===== src/rtl/bps_pkg.sv =====
package bps_pkg;

   typedef enum logic [2:0] {
      PH_RESET   = 3'd0,
      PH_FREE    = 3'd1,
      PH_ARB     = 3'd2,
      PH_SEL     = 3'd3,
      PH_RESEL   = 3'd4,
      PH_CMD     = 3'd5,
      PH_DATA    = 3'd6,
      PH_STATMSG = 3'd7
   } phase_t;

   localparam logic [1:0] INFO_CMD    = 2'd0;
   localparam logic [1:0] INFO_DATA   = 2'd1;
   localparam logic [1:0] INFO_STATUS = 2'd2;
   localparam logic [1:0] INFO_MSG    = 2'd3;

   function automatic phase_t info_to_phase(input logic [1:0] code);
      case (code)
         INFO_CMD:  return PH_CMD;
         INFO_DATA: return PH_DATA;
         default:   return PH_STATMSG;
      endcase
   endfunction

endpackage


===== src/rtl/bps_arbiter.sv =====
module bps_arbiter #(
   parameter int NODE_COUNT = 8,
   parameter int OWN_ID     = 0,
   parameter int ARB_CYCLES = 4
) (
   input  logic                  clk,
   input  logic                  rst,
   input  logic                  active,
   input  logic [NODE_COUNT-1:0] id_bus_i,
   output logic                  window_end,
   output logic                  lost
);
   localparam int CW = $clog2(ARB_CYCLES + 1);
   localparam logic [CW-1:0] LAST = CW'(ARB_CYCLES - 1);

   logic [CW-1:0]         cnt_q;
   logic [NODE_COUNT-1:0] higher_mask;

   for (genvar i = 0; i < NODE_COUNT; i++) begin : g_mask
      assign higher_mask[i] = (i > OWN_ID);
   end

   always_ff @(posedge clk) begin
      if (rst || !active) cnt_q <= '0;
      else if (cnt_q != LAST) cnt_q <= cnt_q + 1'b1;
   end

   assign window_end = active && (cnt_q == LAST);
   assign lost       = |(id_bus_i & higher_mask);
endmodule


===== src/rtl/bps_sel_timer.sv =====
module bps_sel_timer #(
   parameter int SEL_TIMEOUT = 16
) (
   input  logic clk,
   input  logic rst,
   input  logic active,
   output logic expired
);
   localparam int TW = $clog2(SEL_TIMEOUT + 1);
   localparam logic [TW-1:0] LAST = TW'(SEL_TIMEOUT - 1);

   logic [TW-1:0] cnt_q;

   always_ff @(posedge clk) begin
      if (rst || !active) cnt_q <= '0;
      else if (cnt_q != LAST) cnt_q <= cnt_q + 1'b1;
   end

   assign expired = active && (cnt_q == LAST);
endmodule


===== src/rtl/bps_info_tracker.sv =====
module bps_info_tracker
   import bps_pkg::*;
(
   input  logic       clk,
   input  logic       rst,
   input  logic       clear,
   input  logic       sample,
   input  logic [1:0] code,
   output logic       status_seen
);
   always_ff @(posedge clk) begin
      if (rst || clear) status_seen <= 1'b0;
      else if (sample && code == INFO_STATUS) status_seen <= 1'b1;
   end
endmodule


===== src/rtl/bps_flag_gen.sv =====
module bps_flag_gen #(
   parameter bit STICKY = 1'b0
) (
   input  logic clk,
   input  logic rst,
   input  logic set,
   input  logic clear,
   output logic flag
);
   if (STICKY) begin : g_sticky
      always_ff @(posedge clk) begin
         if (rst || clear) flag <= 1'b0;
         else if (set) flag <= 1'b1;
      end
   end else begin : g_pulse
      logic unused_clear;
      assign unused_clear = clear;
      always_ff @(posedge clk) begin
         if (rst) flag <= 1'b0;
         else flag <= set;
      end
   end
endmodule


===== src/rtl/bus_phase_seq.sv =====
module bus_phase_seq
   import bps_pkg::*;
#(
   parameter int NODE_COUNT     = 8,
   parameter int OWN_ID         = 7,
   parameter int ARB_CYCLES     = 4,
   parameter int SEL_TIMEOUT    = 16,
   parameter bit STICKY_TIMEOUT = 1'b0,
   localparam int ID_W = (NODE_COUNT > 1) ? $clog2(NODE_COUNT) : 1
) (
   input  logic                  clk,
   input  logic                  rst,
   input  logic                  host_start,
   input  logic                  host_resel,
   input  logic [ID_W-1:0]       host_peer_id,
   input  logic                  bsy_i,
   input  logic                  sel_i,
   input  logic [NODE_COUNT-1:0] id_bus_i,
   input  logic [1:0]            info_code_i,
   output logic                  bsy_o,
   output logic                  sel_o,
   output logic                  io_o,
   output logic [NODE_COUNT-1:0] id_bus_o,
   output logic [2:0]            phase_o,
   output logic                  won_pulse_o,
   output logic                  done_o,
   output logic                  disc_o,
   output logic                  sel_timeout_o
);
   if (NODE_COUNT < 2 || NODE_COUNT > 8) begin : g_bad_count
      $error("NODE_COUNT must lie in 2..8");
   end
   if (OWN_ID < 0 || OWN_ID >= NODE_COUNT) begin : g_bad_id
      $error("OWN_ID must be below NODE_COUNT");
   end
   if (ARB_CYCLES < 1) begin : g_bad_arb
      $error("ARB_CYCLES must be at least 1");
   end
   if (SEL_TIMEOUT < 1) begin : g_bad_tmo
      $error("SEL_TIMEOUT must be at least 1");
   end

   localparam logic [NODE_COUNT-1:0] OWN_BIT = NODE_COUNT'(1) << OWN_ID;

   phase_t            phase_q, phase_d;
   logic              pending_q, resel_q, free_seen_q;
   logic [ID_W-1:0]   peer_q;
   logic              won_d, done_d, disc_d, tmo_d;
   logic              won_q, done_q, disc_q;
   logic              accept, bus_idle, in_select, in_info;
   logic              arb_end, arb_lost, sel_expired, status_seen;
   logic [NODE_COUNT-1:0] peer_bit;

   assign bus_idle  = !bsy_i && !sel_i;
   assign in_select = (phase_q == PH_SEL) || (phase_q == PH_RESEL);
   assign in_info   = (phase_q == PH_CMD) || (phase_q == PH_DATA) ||
                      (phase_q == PH_STATMSG);
   assign accept    = host_start && (phase_q == PH_FREE) && !pending_q;
   assign peer_bit  = NODE_COUNT'(1) << peer_q;

   bps_arbiter #(
      .NODE_COUNT(NODE_COUNT),
      .OWN_ID    (OWN_ID),
      .ARB_CYCLES(ARB_CYCLES)
   ) u_arb (
      .clk       (clk),
      .rst       (rst),
      .active    (phase_q == PH_ARB),
      .id_bus_i  (id_bus_i),
      .window_end(arb_end),
      .lost      (arb_lost)
   );

   bps_sel_timer #(
      .SEL_TIMEOUT(SEL_TIMEOUT)
   ) u_tmr (
      .clk    (clk),
      .rst    (rst),
      .active (in_select),
      .expired(sel_expired)
   );

   bps_info_tracker u_trk (
      .clk        (clk),
      .rst        (rst),
      .clear      (phase_q == PH_ARB),
      .sample     ((in_select || in_info) && bsy_i),
      .code       (info_code_i),
      .status_seen(status_seen)
   );

   bps_flag_gen #(
      .STICKY(STICKY_TIMEOUT)
   ) u_tflag (
      .clk  (clk),
      .rst  (rst),
      .set  (tmo_d),
      .clear(accept),
      .flag (sel_timeout_o)
   );

   always_comb begin
      phase_d = phase_q;
      won_d   = 1'b0;
      done_d  = 1'b0;
      disc_d  = 1'b0;
      tmo_d   = 1'b0;
      unique case (phase_q)
         PH_RESET: phase_d = PH_FREE;
         PH_FREE: begin
            if (pending_q && free_seen_q && bus_idle) phase_d = PH_ARB;
         end
         PH_ARB: begin
            if (arb_end) begin
               if (arb_lost) begin
                  phase_d = PH_FREE;
               end else begin
                  won_d   = 1'b1;
                  phase_d = resel_q ? PH_RESEL : PH_SEL;
               end
            end
         end
         PH_SEL, PH_RESEL: begin
            if (bsy_i) begin
               phase_d = info_to_phase(info_code_i);
            end else if (sel_expired) begin
               phase_d = PH_FREE;
               tmo_d   = 1'b1;
            end
         end
         default: begin
            if (bsy_i) begin
               phase_d = info_to_phase(info_code_i);
            end else begin
               phase_d = PH_FREE;
               done_d  = status_seen;
               disc_d  = !status_seen;
            end
         end
      endcase
   end

   always_ff @(posedge clk) begin
      if (rst) begin
         phase_q     <= PH_RESET;
         pending_q   <= 1'b0;
         resel_q     <= 1'b0;
         peer_q      <= '0;
         free_seen_q <= 1'b0;
         won_q       <= 1'b0;
         done_q      <= 1'b0;
         disc_q      <= 1'b0;
      end else begin
         phase_q     <= phase_d;
         free_seen_q <= (phase_q == PH_FREE) && bus_idle;
         won_q       <= won_d;
         done_q      <= done_d;
         disc_q      <= disc_d;
         if (accept) begin
            pending_q <= 1'b1;
            resel_q   <= host_resel;
            peer_q    <= host_peer_id;
         end else if (won_d) begin
            pending_q <= 1'b0;
         end
      end
   end

   always_comb begin
      id_bus_o = '0;
      if (phase_q == PH_ARB) id_bus_o = OWN_BIT;
      else if (in_select)    id_bus_o = OWN_BIT | peer_bit;
   end

   assign bsy_o       = (phase_q == PH_ARB);
   assign sel_o       = in_select;
   assign io_o        = (phase_q == PH_RESEL);
   assign phase_o     = phase_q;
   assign won_pulse_o = won_q;
   assign done_o      = done_q;
   assign disc_o      = disc_q;
endmodule


===== config.mk =====
export PLATFORM = sky130hd
export DESIGN_NAME = bus_phase_seq
export DESIGN_NICKNAME = d
export VERILOG_FILES = /design/src/rtl/bps_pkg.sv /design/src/rtl/bps_arbiter.sv /design/src/rtl/bps_sel_timer.sv /design/src/rtl/bps_info_tracker.sv /design/src/rtl/bps_flag_gen.sv /design/src/rtl/bus_phase_seq.sv
export SDC_FILE = /design/constraint.sdc
export NUM_CORES = 1
export LEC_CHECK = 0
export ABC_CLOCK_PERIOD_IN_PS = 4800
export BUFFER_PORTS_ARGS = -buffer_cell sky130_fd_sc_hd__clkbuf_2
export CAP_MARGIN = 20
export CORE_MARGIN = 5
export CORE_UTILIZATION = 53
export CTS_CLUSTER_DIAMETER = 100
export DETAILED_ROUTE_END_ITERATION = 6
export PLACE_DENSITY = 0.83
export SLEW_MARGIN = 30
export SYNTH_ARGS = -nofsm -noshare
export SYNTH_HDL_FRONTEND = slang
export SYNTH_SLANG_ARGS = --single-unit

===== constraint.sdc =====
create_clock -name clk -period 4.8 [get_ports clk]
set_input_delay 1.2 -clock clk [delete_from_list [all_inputs] [get_ports clk]]
set_output_delay 1.2 -clock clk [all_outputs]
set_load 0.03 [all_outputs]

==> results.ini <==
[power_and_ir_drop]
total_power_w = 0.000555
p_int_w = 0.000327
p_sw_w = 0.000227
combPwrFrac_pct = 41.5
seq_power_share_pct = 44.2
p_sw_share_pct = 41.0
p_per_area_nw_per_um2 = 432
clkPwrFrac_pct = 14.3
power_leakage_nw = 0.573
peakVddDrop_mv = 0.257

[cts]
cts_setup_buffers = 0
cts_tree = built
ctsResizeCount = 0
clkSlewWorstSetupHoldPaths_ns = 0.11
cts_buffers = 3
cts.sink_count = 22
h-tree-depth = 1
cts_hold_buf = 0
cts.path.max_buffers = 2
clock_latency_ns = 0.30
root_buffer = clkbuf_4

[final_layout]
drive_gt1_share_pct = 24.4
fin_nets = 181
finalCoreUtilization_pct = 64.2
n_antenna_cell = 0
synthToLayoutAreaGrowth_pct = 13.7
fin_area_um2 = 1280

[logic_synthesis]
synth_fp_nets = 156
synthArstFlopShare_pct = 0
ys_warn_count = 0
yosysSeqAreaShare_pct = 39.0
synthesis.area_um2 = 1130
synth_ff_type = dfxtp_1
synthCells = 133
syn_area_per_cell_um2 = 8.49
synth-edff-count = 0
synth-seq-cells = 22
synth_cell_types = 35

[placement]
dp_hpwl_um = 1880
dp_slack_ns = 1.80
place_area_um2 = 1260
gp_congestion = 0.800
portBuffers = 28

[grt]
grt_pass1_wl_um = 4140
grtUsageTotal_pct = 15.7
grt_start_max_net_pins = 16
grt_overflow = 0
grt_antenna_before_repair = 0
grt_pass1_vias = 989

[timing]
finalSetupViolations = 0
max_freq_mhz = 299
finalCritPeriodShare_pct = 69.8
relSlewSlack_pct = 66.8
skew_ns = 0.00552
period_minus_slack_ns = 3.35
tightest_slew_ns = 0.497
final.setup.tns_ns = 0
rsz0062_at_grt = false
slew_viol_final = 0
worst_slack_ns = 1.45
final_hold_viol_count = 0

[critical_path]
crit_required_ns = 3.60
critPathMaxFanout = 15
path_cells = nor3b_1 > a21oi_2 > inv_2 > nand2_1 > nor3b_1 > clkbuf_2
start_kind = register
critPathMaxStageDelay_ns = 0.63
critPathKind = reg -> out
cp_data_arrival_time_ns = 2.15
critical_path.slowest_cell = dfxtp_1
cp_common_cell = nor3b_1
critPathCaptureType = primary output

[run_status]
outcome = finished, final reports clean

[route]
drtAntennaViolNets = 0
finalWirelength_um = 2410
viasPerCell = 5.49
drt_iter0_markers = 35
post_drt_wl_per_cell_um = 13.2
vias = 1004
drc = 0
firstDrtPassIters = 4

[floorplan]
core_um2 = 2000
rows = 16
io_pins = 37
die-area_um2 = 3160
die_h_um = 56.2
start_util_pct = 56.4
die_w_um = 56.2

[worst_hold_path]
hold_class = reg -> reg

[job]
max_cap_violations = 0

[power groups by stage]
stage          combinational, W  clock (W)  sequential [W]
6_report               0.000230  0.0000793        0.000245
5_1_grt                0.000251  0.0000905        0.000250
4_1_cts                0.000232  0.0000839        0.000244
3_5_place_dp           0.000231          0        0.000248
3_3_place_gp           0.000223          0        0.000245
2_1_floorplan          0.000188          0        0.000242
[placed cells by master, fill, tap and decap left out, types with 2 or more instances in the layout]
master	instances
a21oi_1	6
a22oi_1	2
and3_1	2
clkbuf_2	28
clkbuf_4	3
dfxtp_1	22
ha_1	4
inv_1	6
mux2i_1	6
nand2_1	9
nand2b_1	3
nor2_1	20
nor2b_1	4
nor3_1	9
nor3b_1	5
nor4b_1	3
o211ai_1	3
o21ai_0	2
or2_2	2
xor2_1	3
[state kept, by name (all words and copies together) (netlist names)]
register,cells
u_tmr.cnt_q,5
peer_q,3
phase_o,3
u_arb.cnt_q,3
disc_o,1
done_o,1
free_seen_q,1
pending_q,1
resel_q,1
u_tflag.flag,1
u_trk.status_seen,1
won_pulse_o,1
[area by class of cell]
type,instances,area (um^2)
Multi-Input combinational cell,96,622
Inverter,7,26.3
Fill cell,185,717
Sequential cell,22,440
Tap cell,27,33.8
Clock buffer,3,22.5
Timing Repair Buffer,28,140
[cells by family after synthesis]
family,synth area share [%]
compound gates,10.7
xor+xnor,3.10
mux,6.31
buf+inv,5.98
flops,39.0
simple gates,30.5
fa+ha+maj,4.43
[per-stage QoR]
| step | hold WS [ns] | cells |
|---|---|---|
| floorplan | 0.421 | 133 |
| global placement | 0.430 | 180 |
| detailed placement | 0.440 | 180 |
| CTS | 0.457 | 183 |
| global route | 0.488 | 183 |
| finish | 0.460 | 183 |
[per-layer routing]
layer	vias up	wire length, um	GRT usage (%)
met5	-	0	0
met4	0	10	4.41
met2	24	1250	28.9
met3	2	110	3.25
li1	505	-	-
met1	473	1040	18.1
[final timing paths]
check | cells after the start | from | slack [ns] | end
max | 6 | phase_o[2]$_SDFFE_PP0P_ | 1.45 | id_bus_o[6]
min | 1 | u_trk.status_seen$_SDFFE_PP0P_ | 0.46 | disc_o$_SDFF_PP0_
max reg2reg | 7 | u_tmr.cnt_q[0]$_SDFFE_PP0P_ | 2.69 | phase_o[0]$_SDFFE_PP0P_
min reg2reg | 1 | u_trk.status_seen$_SDFFE_PP0P_ | 0.46 | disc_o$_SDFF_PP0_
[synth_stat cells (all sizes together) (2+ instances only)]
cell type / n / area, um^2
nor2: 20 / 75.1
xor2: 3 / 26.3
nor3: 9 / 45.0
nor2b: 4 / 25.0
dfxtp: 22 / 440
nand2b: 3 / 18.8
and3: 2 / 12.5
a21oi: 7 / 38.8
inv: 7 / 26.3
buf: 4 / 26.3
o21ai: 2 / 10.0
clkbuf: 4 / 15.0
or2: 2 / 12.5
o211ai: 3 / 22.5
a22oi: 2 / 15.0
nor3b: 5 / 37.5
nand2: 9 / 33.8
ha: 4 / 50.1
mux2i: 6 / 60.1
nor4b: 3 / 26.3
[worst max-delay path, delay by kind of cell (launching register included)]
kind / cells / cell delay (ns)
buffers and inverters: 2 / 0.35
AOI/OAI and AO/OA: 1 / 0.13
DFF: 1 / 0.63
and+or+nand+nor: 3 / 0.74
No activity file was read; power rests on OpenSTA's default activity.
